$ cat src/rtl/adc_poll_pkg.sv
package adc_poll_pkg;

    localparam int NUM_SLOTS = 12;
    localparam int SLOT_W    = 4;
    localparam int CH_W      = 3;

    typedef enum logic [1:0] {
        PH_SETTLE,
        PH_STEP,
        PH_WRITE,
        PH_IDLE
    } phase_e;

    typedef struct packed {
        phase_e            phase;
        logic [SLOT_W-1:0] slot;
        logic              slot_end;
    } seq_state_t;

    // Weighted order: even slots -> 5; slots 1,5,9 -> 1; slots 3,7,11 -> 2,3,4
    function automatic logic [CH_W-1:0] slot_channel(input logic [SLOT_W-1:0] s);
        if (!s[0])
            return 3'd5;
        else if (!s[1])
            return 3'd1;
        else
            return {1'b0, s[3:2]} + 3'd2;
    endfunction

endpackage

$ cat src/rtl/adc_slot_timer.sv
module adc_slot_timer
    import adc_poll_pkg::*;
#(
    parameter int SLOT_CYCLES   = 40,
    parameter int SETTLE_CYCLES = 4,
    parameter int CODE_W        = 8
) (
    input  logic                        clk,
    input  logic                        rst,
    output seq_state_t                  st,
    output logic [$clog2(CODE_W)-1:0]   step_idx
);
    localparam int CYC_W     = $clog2(SLOT_CYCLES);
    localparam int STEP_W    = $clog2(CODE_W);
    localparam int WRITE_CYC = SETTLE_CYCLES + CODE_W;

    logic [CYC_W-1:0]  cyc_q;
    logic [SLOT_W-1:0] slot_q;
    logic [CYC_W-1:0]  rel;
    logic              at_end;

    assign at_end = (cyc_q == CYC_W'(SLOT_CYCLES - 1));

    always_ff @(posedge clk) begin
        if (rst) begin
            cyc_q  <= '0;
            slot_q <= '0;
        end else if (at_end) begin
            cyc_q  <= '0;
            slot_q <= (slot_q == SLOT_W'(NUM_SLOTS - 1)) ? '0 : slot_q + 1'b1;
        end else begin
            cyc_q  <= cyc_q + 1'b1;
        end
    end

    always_comb begin
        rel         = cyc_q - CYC_W'(SETTLE_CYCLES);
        step_idx    = rel[STEP_W-1:0];
        st.slot     = slot_q;
        st.slot_end = at_end;
        if (cyc_q < CYC_W'(SETTLE_CYCLES))
            st.phase = PH_SETTLE;
        else if (cyc_q < CYC_W'(WRITE_CYC))
            st.phase = PH_STEP;
        else if (cyc_q == CYC_W'(WRITE_CYC))
            st.phase = PH_WRITE;
        else
            st.phase = PH_IDLE;
    end

endmodule

$ cat src/rtl/adc_sar_core.sv
module adc_sar_core
    import adc_poll_pkg::*;
#(
    parameter int CODE_W = 8
) (
    input  logic                      clk,
    input  logic                      rst,
    input  phase_e                    phase,
    input  logic [$clog2(CODE_W)-1:0] step_idx,
    input  logic                      cmp_ge,
    output logic [CODE_W-1:0]         trial_code,
    output logic [CODE_W-1:0]         acc
);
    localparam logic [CODE_W-1:0] MSB_ONE = {1'b1, {(CODE_W-1){1'b0}}};

    logic [CODE_W-1:0] bit_mask;

    assign bit_mask   = MSB_ONE >> step_idx;
    assign trial_code = (phase == PH_STEP) ? (acc | bit_mask) : '0;

    always_ff @(posedge clk) begin
        if (rst || phase == PH_SETTLE)
            acc <= '0;
        else if (phase == PH_STEP && cmp_ge)
            acc <= acc | bit_mask;
    end

endmodule

$ cat src/rtl/adc_result_bank.sv
module adc_result_bank
    import adc_poll_pkg::*;
#(
    parameter int CODE_W = 8,
    parameter int NUM_CH = 5
) (
    input  logic                     clk,
    input  logic                     rst,
    input  logic                     wr_en,
    input  logic [CH_W-1:0]          wr_ch,
    input  logic [CODE_W-1:0]        wr_data,
    output logic [NUM_CH*CODE_W-1:0] result_bus
);
    for (genvar k = 0; k < NUM_CH; k++) begin : g_ch
        logic [CODE_W-1:0] res_q;
        always_ff @(posedge clk) begin
            if (rst)
                res_q <= '0;
            else if (wr_en && wr_ch == CH_W'(k + 1))
                res_q <= wr_data;
        end
        assign result_bus[k*CODE_W +: CODE_W] = res_q;
    end

endmodule

$ cat src/rtl/adc_poll_seq.sv
module adc_poll_seq
    import adc_poll_pkg::*;
#(
    parameter int CODE_W        = 8,
    parameter int NUM_CH        = 5,
    parameter int SLOT_CYCLES   = 40,
    parameter int SETTLE_CYCLES = 4
) (
    input  logic                     clk,
    input  logic                     rst,
    input  logic                     cmp_ge,
    input  logic                     alt_sel2,
    input  logic                     alt_sel3,
    output logic [CODE_W-1:0]        trial_code,
    output logic [2:0]               mux_sel,
    output logic                     mux_b,
    output logic [NUM_CH*CODE_W-1:0] result_bus
);
    seq_state_t                st;
    logic [$clog2(CODE_W)-1:0] step_idx;
    logic [CODE_W-1:0]         acc;
    phase_e                    ph;
    logic                      slot_end;

    adc_slot_timer #(
        .SLOT_CYCLES  (SLOT_CYCLES),
        .SETTLE_CYCLES(SETTLE_CYCLES),
        .CODE_W       (CODE_W)
    ) u_timer (
        .clk     (clk),
        .rst     (rst),
        .st      (st),
        .step_idx(step_idx)
    );

    assign ph       = st.phase;
    assign slot_end = st.slot_end;
    assign mux_sel  = slot_channel(st.slot);
    assign mux_b    = (mux_sel == 3'd2 && alt_sel2) || (mux_sel == 3'd3 && alt_sel3);

    adc_sar_core #(.CODE_W(CODE_W)) u_sar (
        .clk       (clk),
        .rst       (rst),
        .phase     (ph),
        .step_idx  (step_idx),
        .cmp_ge    (cmp_ge),
        .trial_code(trial_code),
        .acc       (acc)
    );

    adc_result_bank #(.CODE_W(CODE_W), .NUM_CH(NUM_CH)) u_bank (
        .clk       (clk),
        .rst       (rst),
        .wr_en     (ph == PH_WRITE),
        .wr_ch     (mux_sel),
        .wr_data   (acc),
        .result_bus(result_bus)
    );

endmodule

$ cat config.mk
export PLATFORM = sky130hd
export DESIGN_NAME = adc_poll_seq
export DESIGN_NICKNAME = d
export VERILOG_FILES = /design/src/rtl/adc_poll_pkg.sv /design/src/rtl/adc_slot_timer.sv /design/src/rtl/adc_sar_core.sv /design/src/rtl/adc_result_bank.sv /design/src/rtl/adc_poll_seq.sv
export SDC_FILE = /design/constraint.sdc
export NUM_CORES = 1
export LEC_CHECK = 0
export ABC_AREA = 1
export ABC_CLOCK_PERIOD_IN_PS = 1300
export BUFFER_PORTS_ARGS = -buffer_cell sky130_fd_sc_hd__clkbuf_2
export CAP_MARGIN = 30
export CORE_MARGIN = 4
export CORE_UTILIZATION = 33
export CTS_CLUSTER_DIAMETER = 200
export DETAILED_ROUTE_END_ITERATION = 12
export GPL_TIMING_DRIVEN = 0
export MAX_ROUTING_LAYER = met4
export SETUP_SLACK_MARGIN = 0.2
export SLEW_MARGIN = 20
export SYNTH_ARGS = -nofsm -noshare
export SYNTH_HDL_FRONTEND = slang
export SYNTH_SLANG_ARGS = --single-unit
$ cat constraint.sdc
create_clock -name clk -period 1.3 [get_ports clk]
set_input_delay 0.26 -clock clk [delete_from_list [all_inputs] [get_ports clk]]
set_output_delay 0.26 -clock clk [all_outputs]
set_load 0.005 [all_outputs]
After elaboration in Yosys (flattened, before gate mapping)
Cells that the tools add are included.
{"block": "word_totals", "regBits": 58, "input_bits": 5, "out_inout_bits": 52}
{"block": "op_classes", "n_addsub": 4, "eq_ne": 10, "shift": 1, "reduce_logical": 12, "n_mux": 7, "bitwise_logic": 1, "magnitude_cmp": 2}
{"operator": "$logic_and A1 B1 Y1", "n": 8}
{"operator": "$mux W8", "n": 1}
{"operator": "$or A8 B8 Y8", "n": 1}
{"operator": "$shr A8 B3 Y8 const A", "n": 1}
{"operator": "$add A6 B1 Y6 const B", "n": 1}
{"operator": "$eq A3 B2 Y1 const B", "n": 2}
{"operator": "$eq A3 B3 Y1 const B", "n": 2}
{"operator": "$eq A6 B4 Y1 const B", "n": 1}
{"operator": "$eq A6 B6 Y1 const B", "n": 1}
{"operator": "$lt A6 B3 Y1 const B", "n": 1}
{"operator": "$lt A6 B4 Y1 const B", "n": 1}
{"operator": "$mux W3", "n": 2}
{"operator": "$add A4 B1 Y4 const B", "n": 1}
{"operator": "$eq A4 B4 Y1 const B", "n": 1}
{"operator": "$mux W2", "n": 2}
{"operator": "$mux W4", "n": 1}
{"operator": "$add A2 B2 Y3 const B", "n": 1}
{"operator": "$eq A3 B1 Y1 const B", "n": 1}
{"operator": "$sub A3 B3 Y3 const B", "n": 1}
{"operator": "$eq A2 B1 Y1 const B", "n": 1}
{"operator": "$eq A2 B2 Y1 const B", "n": 1}
{"operator": "$logic_not A2 Y1", "n": 1}
{"operator": "$logic_or A1 B1 Y1", "n": 2}
{"operator": "$reduce_or A2 Y1", "n": 1}
{"operator": "$mux W1", "n": 1}

Logic depth before layout (Yosys ltp)
Gate-level depths: netlist of the first run.
{"block": "logic_depth", "ltp_word": 6, "ltp_mapped": 9, "depth_no_buf": 8}

Hierarchy
Synthesis of the first run repeated with hierarchy kept, for this count alone.
{"block": "unflattened", "cells_unflattened": 412, "hier_area_um2": 2728.9}
{"mod": "adc_result_bank", "cells_per_inst": 238, "seq_area_each_um2": 800.8, "instances": 1, "area_per_inst_um2": 1649.1}
{"mod": "adc_slot_timer", "cells_per_inst": 82, "seq_area_each_um2": 200.2, "instances": 1, "area_per_inst_um2": 576.8}
{"mod": "adc_sar_core", "cells_per_inst": 77, "seq_area_each_um2": 160.2, "instances": 1, "area_per_inst_um2": 442.9}
{"mod": "adc_poll_seq", "cells_per_inst": 15, "seq_area_each_um2": 0.0, "instances": 1, "area_per_inst_um2": 60.1}

Least setup slack after synthesis of the first run
Ideal clock, no wire load.
{"block": "synth_timing", "path_kind": "register to output", "from": "register u_timer.cyc_q[0]", "to": "output trial_code[7]", "setup_slack_ns": -0.122, "t_required_ns": 1.040, "path_stages_with_launch": 8, "path_buffers": 0, "arrival_ns": 1.162, "path_cell_list": "dfxtp_1 -> inv_1 -> ha_1 -> nand2_1 -> nand2_1 -> nand3_1 -> nand2_1 -> a21oi_1"}
{"block": "synth_via", "elab_chain_cells": 6}
{"element": "start: declaration", "line_no": "adc_slot_timer.sv:17", "text": "logic [CYC_W-1:0] cyc_q;"}
{"element": "start signal: assignment", "line_no": "adc_slot_timer.sv:32", "text": "cyc_q <= cyc_q + 1'b1;"}
{"element": "branches (longest 5 deep; another with $lt A6 B4 Y1)"}
{"element": "$mux W8 *", "line_no": "adc_sar_core.sv:19", "text": "assign trial_code = (phase == PH_STEP) ? (acc | bit_mask) : '0;"}
{"element": "end: declaration", "line_no": "adc_poll_seq.sv:14", "text": "output logic [CODE_W-1:0] trial_code,"}
Mark *: on every way between the ends.

Worst setup path after layout of the first run
Same ends and word-level chain as after synthesis.

==> flow_summary.yaml, run 1 <==
run_status:
  status: "finished, violations left"
  violations: "setup timing"
setup_path:
  critPathTopFamily: "flip-flops"
  worst_path_max_delay_cell: "dfxtp_4"
  crit_top_cell: "nand2_4"
  critPathBufInv: 2
  critical_path.endpoint_type: "output port"
  r2r-start: "u_timer.cyc_q[2]"
  worst_ep_arrival_time_ps: 1500
  path_cells: "inv_4, ha_4, nand2_4, nand2_4, nand3_4, nand2_8, a21oi_4, clkbuf_2"
  r2r.worst_path.cells: 9
  r2r_slack_ps: -390
  crit_required_ps: 1040
  critPathMaxFanout: 8
  start_kind: "register"
  cpPeakStageDelay_ps: 390
  worstSetupPathType: "register to output port"
  rr_endpoint: "u_bank.g_ch[0].res_q[7]"
sta:
  report.final.slew_viol_count: 0
  post-route-min-period_ps: 1760
  fin_tns_setup_ps: -18720
  fmax_mhz: 567
  layout_setup_ws_ps: -463
  tightest_slew_ps: 590
  setup_viol: 69
  whs_ps: 274
  finClkSkew_ps: 8.00
  finalCritPeriodShare: 1.36
  rsz0062_at_grt: "yes"
  finalHoldViolCount: 0
  slew_headroom: 0.607
finish:
  nFillCells: 736
  fin_util: 0.540
  drive_above_1_share: 0.470
  stdcell_area_um2: 4190
  syn2layout_area_growth_pct: 58.1
  antenna_cells: 0
  nNetsFinal: 490
global_route:
  grt_pass1_wl_mm: 13.3
  grt_use_met3: 0.0467
  grt_max_degree: 12
  met1_usage: 0.207
  grt_pass1_vias: 2703
  gr-total-overflow: 0
  use_met2: 0.296
  track_usage: 0.178
  antenna_found_initial: 0
  grt_busiest_layer: "met2"
worst_hold_path:
  min-delay-start: "cmp_ge"
  whs_path_depth: 3
  worst_hold_path.endpoint: "u_sar.acc[6]"
  min_path_type: "input pin to register"
routing:
  drc: 0
  detailedRoute.firstIterationViolations: 138
  dr_total_vias: 2771
  dr.pass1.iters: 5
  drt_wl_total_mm: 8.23
  viasPerCell: 4.74
  wl_per_cell_um: 14.1
  ant_nets: 0
logic_synthesis:
  synth-async-reset-ratio: 0
  ys_ff_latch: 58
  syn_area_um2: 2650
  avgSynthCellArea_um2: 7.13
  synth_simple_gate_area_share: 0.359
  synth_compound_area_frac: 0.0675
  synthCells: 372
  synth_ff_type: "dfxtp_1"
  ys_top_cells_by_area: "dfxtp_1, nor2_1, nand2_1"
  synth_largest_area_cell: "dfxtp_1"
  post-synth-top-count-cell: "nor2_1"
  synthMuxAreaShare: 0
  synth_top_area_frac: 0.438
  synth_top_family_by_area: "simple AND/OR/NAND/NOR gates"
  netlist_top_cells_count: "nor2_1, nand2_1, dfxtp_1"
  synth_nets: 384
  synth_edf_count: 0
  synthAdderAreaFrac: 0.0330
  ys_seq_area_frac: 0.438
  synth.distinct_cells: 24
  synth-xor-area-share: 0.00661
  synth_warnings: 0
place:
  gp_congestion: 0.866
  post-dp-hpwl_mm: 5.13
  portBuffers: 56
  placed_cell_area_um2: 3180
cts:
  cts_max_path_buffers: 2
  cts_hold_repair.buffers: 0
  clkTransAtPathRegs_ps: 70
  cts_buffers: 9
  cts.sinks: 58
  h-tree-depth: 3
  cts_root_buf: "clkbuf_8"
  clkLatencyLatePin_ps: 350
  cts_tree: "done"
power:
  p_int_mw: 2.97
  p_clk_frac: 0.475
  p_leak_nw: 1.86
  p_per_area_nw_per_um2: 935
  switchingPower_mw: 0.953
  seqPwrFrac: 0.458
  power_mw: 3.92
  power_frac_comb: 0.067
  switching_share: 0.243
  vdd_drop_max_uv: 438
die:
  core_area_um2: 7770
  rows: 32
  start_util: 0.341
  die_w_um: 97.6
  io_pins: 57
  dieArea_um2: 9530
  die_height_um: 97.6
flow_run:
  cap_violations: 0
## worst register-to-register path: stages, from the launching register on
cell and delay, ps:
dfxtp_2 340, buf_6 120, buf_6 100, buf_6 100, nand3_2 110, nor2_4 220, buf_12 140, bufbuf_16 240
nand3_1 90, a21oi_2 150
## sequential cells by signal, summed over array words and instances, names as in the netlist
signal / cells
u_bank.g_ch.res_q: 40
u_sar.acc: 8
u_timer.cyc_q: 6
u_timer.slot_q: 4
## power groups by stage
| stage | registers [mW] | logic [mW] | clock network [mW] |
|---|---|---|---|
| 2_1_floorplan | 1.83 | 0.119 | 0 |
| 3_3_place_gp | 1.83 | 0.163 | 0 |
| 3_5_place_dp | 1.83 | 0.169 | 0 |
| 4_1_cts | 1.79 | 0.236 | 1.89 |
| 5_1_grt | 1.80 | 0.290 | 1.97 |
| 6_report | 1.79 | 0.262 | 1.86 |
## worst max path at each step
stage | from | to | depth (start not counted)
finish | u_timer.cyc_q[0] | trial_code[7] | 8
global route | u_timer.cyc_q[0] | trial_code[7] | 8
CTS | u_timer.cyc_q[0] | trial_code[7] | 8
detailed placement | u_timer.cyc_q[0] | trial_code[7] | 8
global placement | u_timer.cyc_q[0] | trial_code[7] | 8
floorplan | u_timer.cyc_q[1] | u_bank.g_ch[3].res_q[0] | 8
## metrics by stage
stage | instances | worst slack [ps]
after CTS | 577 | -472
after global routing | 585 | -526
final | 585 | -463
after global placement | 530 | -224
after floorplan | 372 | 3.52
after detailed placement | 530 | -239
## cell usage in the layout, fill, tap and decap left out, types with 7 or more instances in the layout
| cell | instances |
|---|---|
| dfxtp_2 | 21 |
| clkbuf_8 | 9 |
| nand2_4 | 7 |
| nor2_2 | 7 |
| dfxtp_1 | 33 |
| nor2_1 | 70 |
| clkbuf_2 | 54 |
| buf_4 | 22 |
| nand2_1 | 57 |
| a21oi_1 | 17 |
| inv_1 | 31 |
| nand3_2 | 14 |
| a21oi_2 | 9 |
| nand3_1 | 36 |
| buf_6 | 15 |
| nand2_2 | 9 |
## cells by family (layout without fill, tap and decap cells)
logic type                 Yosys count  after routing
AOI/OAI and AO/OA                   35             35
xor gates and xnor gates             2              2
adders and majority gates            7              7
buffers and inverters               54            165
DFF                                 58             58
and+or+nand+nor                    216            216
## final cells by class
cell class	count	area (um^2)	area share
buffer	14	138	0.0328
clock buffer	9	124	0.0295
clock inverter	7	92.6	0.0221
inverter	40	158	0.0376
multi-input combinational	260	1600	0.381
sequential	58	1200	0.287
tap	102	128	0.0304
timing repair buffer	95	753	0.180
## what timing repair did
action                                 CTS  global route
resized for setup                       81            37
setup endpoints to repair               72            85
pin swaps                               26            15
endpoints found under the hold margin    0             0
gates cloned                             5             0
buffers inserted                        26             8
## routing by layer
metal  up-vias  routed length, um
li1       1394                  -
met1      1292               3550
met2        67               4150
met3        18                343
met4         0                183
met5         -                  0
Note: power is estimated with default switching activity, not from simulation.
==> inputs of run 2 (changes only) <==
- CTS_CLUSTER_SIZE: unset -> 28
- PLACE_DENSITY_LB_ADDON: unset -> 0.08
==> flow_summary.yaml, run 2 (synthesis results as in run 1) <==
finish:
  layout_commonest_cell: "nor2_1"
  regMostFlops: "u_bank.g_ch.res_q"
  largest_reg_flops: 40
  final_cell_mix: "nor2_1, nand2_1, clkbuf_2, dfxtp_1, nand3_1"
  top_regs: "u_bank.g_ch.res_q x40, u_sar.acc x8, u_timer.cyc_q x6"
  syn2layout_area_growth_pct: 56.4
  nNetsFinal: 488
  drive_above_1_share: 0.457
  antenna_cells: 0
place:
  portBuffers: 56
  place_ws_ps: -251
  post-dp-hpwl_mm: 5.24
  gp_congestion: 0.840
run_status:
  violations: "setup timing"
  status: "finished, violations left"
die:
  die_w_um: 97.6
  core_area_um2: 7770
  io_pins: 57
  start_util: 0.341
  dieArea_um2: 9530
  die_height_um: 97.6
  rows: 32
routing:
  viasPerCell: 4.58
  dr.pass1.iters: 4
  wl_per_cell_um: 13.4
  dr_total_vias: 2672
  drt_wl_total_mm: 7.79
  ant_nets: 0
  drc: 0
  detailedRoute.firstIterationViolations: 64
setup_path:
  critPathMaxFanout: 8
  worstSetupPathType: "register to output port"
  critical_path.endpoint_type: "output port"
  crit_required_ps: 1040
  start_kind: "register"
  worst_ep_arrival_time_ps: 1470
sta:
  finalHoldViolCount: 0
  whs_ps: 299
  report.final.slew_viol_count: 0
  layout_setup_ws_ps: -430
  slew_headroom: 0.603
  fmax_mhz: 578
  post-route-min-period_ps: 1730
  rsz0062_at_grt: "yes"
  setup_viol: 60
  finClkSkew_ps: 8.50
  tightest_slew_ps: 596
  finalCritPeriodShare: 1.33
global_route:
  gr-total-overflow: 0
  grt_pass1_vias: 2454
  grt_pass1_wl_mm: 12.4
  track_usage: 0.167
  antenna_found_initial: 0
  grt_max_degree: 11
cts:
  cts_buffers: 9
  clkLatencyLatePin_ps: 340
  cts_root_buf: "clkbuf_8"
  cts_max_path_buffers: 2
  cts_tree: "done"
  cts_hold_repair.buffers: 0
  h-tree-depth: 3
  cts.sinks: 58
  clkTransAtPathRegs_ps: 70
worst_hold_path:
  min_path_type: "input pin to register"
flow_run:
  cap_violations: 0
power:
  p_per_area_nw_per_um2: 943
  p_leak_nw: 1.79
  vdd_drop_max_uv: 566
-- run 2: repair_timing --
action,4_1_cts,5_1_grt
resized for setup,60,59
cloned,4,2
endpoints found under the setup margin,70,77
setup buffers,18,13
pin swaps,15,22
-- run 2: metal layers --
metal | GRT usage | part of all wire | vias up
met3 | 0.0345 | 0.049 | 10
li1 | - | - | 1390
met1 | 0.217 | 0.47 | 1213
met2 | 0.257 | 0.47 | 59
met4 | 0.0639 | 0.013 | 0
met5 | - | 0 | -
-- run 2: where the power goes --
part           leakage (nW)  internal, mW  switching (mW)  total [mW]
sequential            0.475          1.78          0.0132        1.79
clock                 0.114          1.13           0.747        1.87
combinational          1.20        0.0985           0.144       0.243
-- run 2: metrics by stage --
| step | cells | area, um^2 | setup TNS (ps) | util | power (mW) |
|---|---|---|---|---|---|
| floorplan | 372 | 2770 | 0 | - | 1.95 |
| global placement | 530 | 3180 | -7360 | 0.409 | 2.00 |
| detailed placement | 530 | 3180 | -7790 | 0.409 | 2.00 |
| CTS | 568 | 3790 | -7740 | 0.488 | 3.93 |
| global route | 583 | 4150 | -18590 | 0.534 | 4.05 |
| finish | 583 | 4150 | -13940 | 0.534 | 3.91 |
-- run 2: path summary, 6_finish.rpt --
kind	start	to	slack, ps	cells after the start
worst max register to register	u_timer.cyc_q[1]	u_bank.g_ch[0].res_q[5]	-330	10
worst max-delay path	u_timer.cyc_q[0]	trial_code[7]	-430	8
worst min-delay path	cmp_ge	u_sar.acc[7]	300	3
worst min register to register	u_bank.g_ch[0].res_q[0]	u_bank.g_ch[0].res_q[0]	460	2
-- run 2: worst max-delay path: stages (launching register included) --
cell	delay [ps]
dfxtp_4	390
inv_4	40
ha_4	160
nand2_4	70
nand2_4	50
nand3_4	80
nand2_8	90
a21oi_4	110
clkbuf_2	120
-- run 2: cell type report --
| cell class | instances | area, um^2 |
|---|---|---|
| fillers | 761 | 3620 |
| multi-input cells | 260 | 1610 |
| flip-flops and latches | 58 | 1190 |
| repair buffers | 93 | 708 |
| inverters | 40 | 155 |
| clock buffers | 11 | 141 |
| plain buffers | 14 | 138 |
| well taps | 102 | 128 |
| clock inverters | 5 | 76.3 |
==> inputs of run 3 (changes only) <==
- ABC_CLOCK_PERIOD_IN_PS: 1300 -> 1600
- CELL_PAD_IN_SITES_DETAIL_PLACEMENT: unset -> 0
- CELL_PAD_IN_SITES_GLOBAL_PLACEMENT: unset -> 1
- clock period: 1.3 -> 1.6 ns (I/O delays scaled with it)
==> flow_summary.yaml, run 3 (synthesis results as in run 1) <==
run_status:
  status: "finished, violations left"
  violations: "setup timing"
place:
  placed_cell_area_um2: 3070
  gp_congestion: 0.823
  post-dp-hpwl_mm: 5.31
  place_ws_ps: -94.0
  place_inst: 530
  portBuffers: 56
worst_hold_path:
  whs_path_depth: 3
  min_path_type: "input pin to register"
finish:
  fin_util: 0.490
  antenna_cells: 0
  regMostFlops: "u_bank.g_ch.res_q"
  syn2layout_area_growth_pct: 43.6
  stdcell_area_um2: 3810
  drive_above_1_share: 0.378
  nNetsFinal: 481
  largest_reg_flops: 40
  layout_commonest_cell: "nor2_1"
  top_regs: "u_bank.g_ch.res_q x40, u_sar.acc x8, u_timer.cyc_q x6"
  final_cell_mix: "nor2_1, nand2_1, clkbuf_2, nand3_1, dfxtp_1"
  fin_cells: 576
die:
  start_util: 0.341
  io_pins: 57
  dieArea_um2: 9530
  core_area_um2: 7770
  die_height_um: 97.6
  rows: 32
  die_w_um: 97.6
setup_path:
  crit_required_ps: 1280
  critPathMaxFanout: 8
  r2r_slack_ps: -140
  r2r.worst_path.cells: 12
  worst_ep_arrival_time_ps: 1490
  critical_path.endpoint_type: "output port"
  start_kind: "register"
  worstSetupPathType: "register to output port"
cts:
  cts_hold_repair.buffers: 0
  h-tree-depth: 3
  clkLatencyLatePin_ps: 340
  cts_max_path_buffers: 2
  clkTransAtPathRegs_ps: 70
  cts_root_buf: "clkbuf_8"
  cts.sinks: 58
  cts_tree: "done"
  cts_buffers: 9
sta:
  fin_tns_setup_ps: -2540
  finClkSkew_ps: 8.11
  whs_ps: 339
  setup_viol: 17
  fmax_mhz: 553
  rsz0062_at_grt: "yes"
  post-route-min-period_ps: 1810
  finalCritPeriodShare: 1.13
  layout_setup_ws_ps: -208
  tightest_slew_ps: 543
  report.final.slew_viol_count: 0
  finalHoldViolCount: 0
  slew_headroom: 0.638
routing:
  drt_wl_total_mm: 7.63
  dr.pass1.iters: 6
  wl_per_cell_um: 13.2
  dr_total_vias: 2613
  ant_nets: 0
  viasPerCell: 4.54
  drc: 0
  detailedRoute.firstIterationViolations: 50
power:
  p_leak_nw: 1.72
  p_per_area_nw_per_um2: 793
  vdd_drop_max_uv: 340
  power_mw: 3.02
flow_run:
  cap_violations: 0
global_route:
  grt_pass1_wl_mm: 12.6
  track_usage: 0.169
  grt_pass1_vias: 2511
  grt_max_degree: 11
  antenna_found_initial: 0
  gr-total-overflow: 0
## run 3: changes by cell type in the layout (fill, tap and decap cells not counted), moves of 3 or more
cell / before / now
nand2_2: 13 / 7
dfxtp_2: 10 / 4
dfxtp_1: 44 / 50
nand3_1: 33 / 50
nand2_1: 55 / 62
nor2_1: 67 / 72
buf_8: 4 / 0
nor2_2: 7 / 2
buf_4: 21 / 25
buf_6: 17 / 14
nand3_2: 18 / 0
## run 3: worst paths after layout
path | startpoint | endpoint
hold reg to reg | u_bank.g_ch[0].res_q[6] | u_bank.g_ch[0].res_q[6]
hold / removal | cmp_ge | u_sar.acc[0]
setup reg to reg | u_timer.cyc_q[0] | u_sar.acc[3]
setup / recovery | u_timer.cyc_q[0] | trial_code[7]
## run 3: layout make-up
| class | count | area, um^2 |
|---|---|---|
| fill | 820 | 3960 |
| multi-input combinational | 260 | 1480 |
| sequential | 58 | 1180 |
| timing repair buffer | 86 | 539 |
| inverter | 40 | 158 |
| clock buffer | 11 | 141 |
| tap | 102 | 128 |
| buffer | 14 | 123 |
| clock inverter | 5 | 53.8 |
## run 3: worst max-delay path, stage by stage (launching register included)
cell	delay (ps)
dfxtp_4	390
inv_4	50
ha_4	170
nand2_4	70
nand2_4	50
nand3_4	80
nand2_8	80
a21oi_4	120
buf_2	130
## run 3: repair_timing
action,CTS,global route
resized for setup,45,52
setup endpoints to repair,60,69
gates cloned,1,0
pin swaps,11,13
setup buffers,20,9
## run 3: per-layer routing
metal	track usage	up-vias	share of wire
met5	-	-	0
met4	0.0607	0	0.019
met3	0.0495	10	0.041
met2	0.258	59	0.46
met1	0.213	1174	0.48
li1	-	1370	-
## run 3: report_power, final
part	leakage [nW]	internal (mW)	switching, mW
logic	1.14	0.0771	0.114
registers	0.472	1.45	0.0117
clock network	0.103	0.756	0.611
total	1.72	2.28	0.737
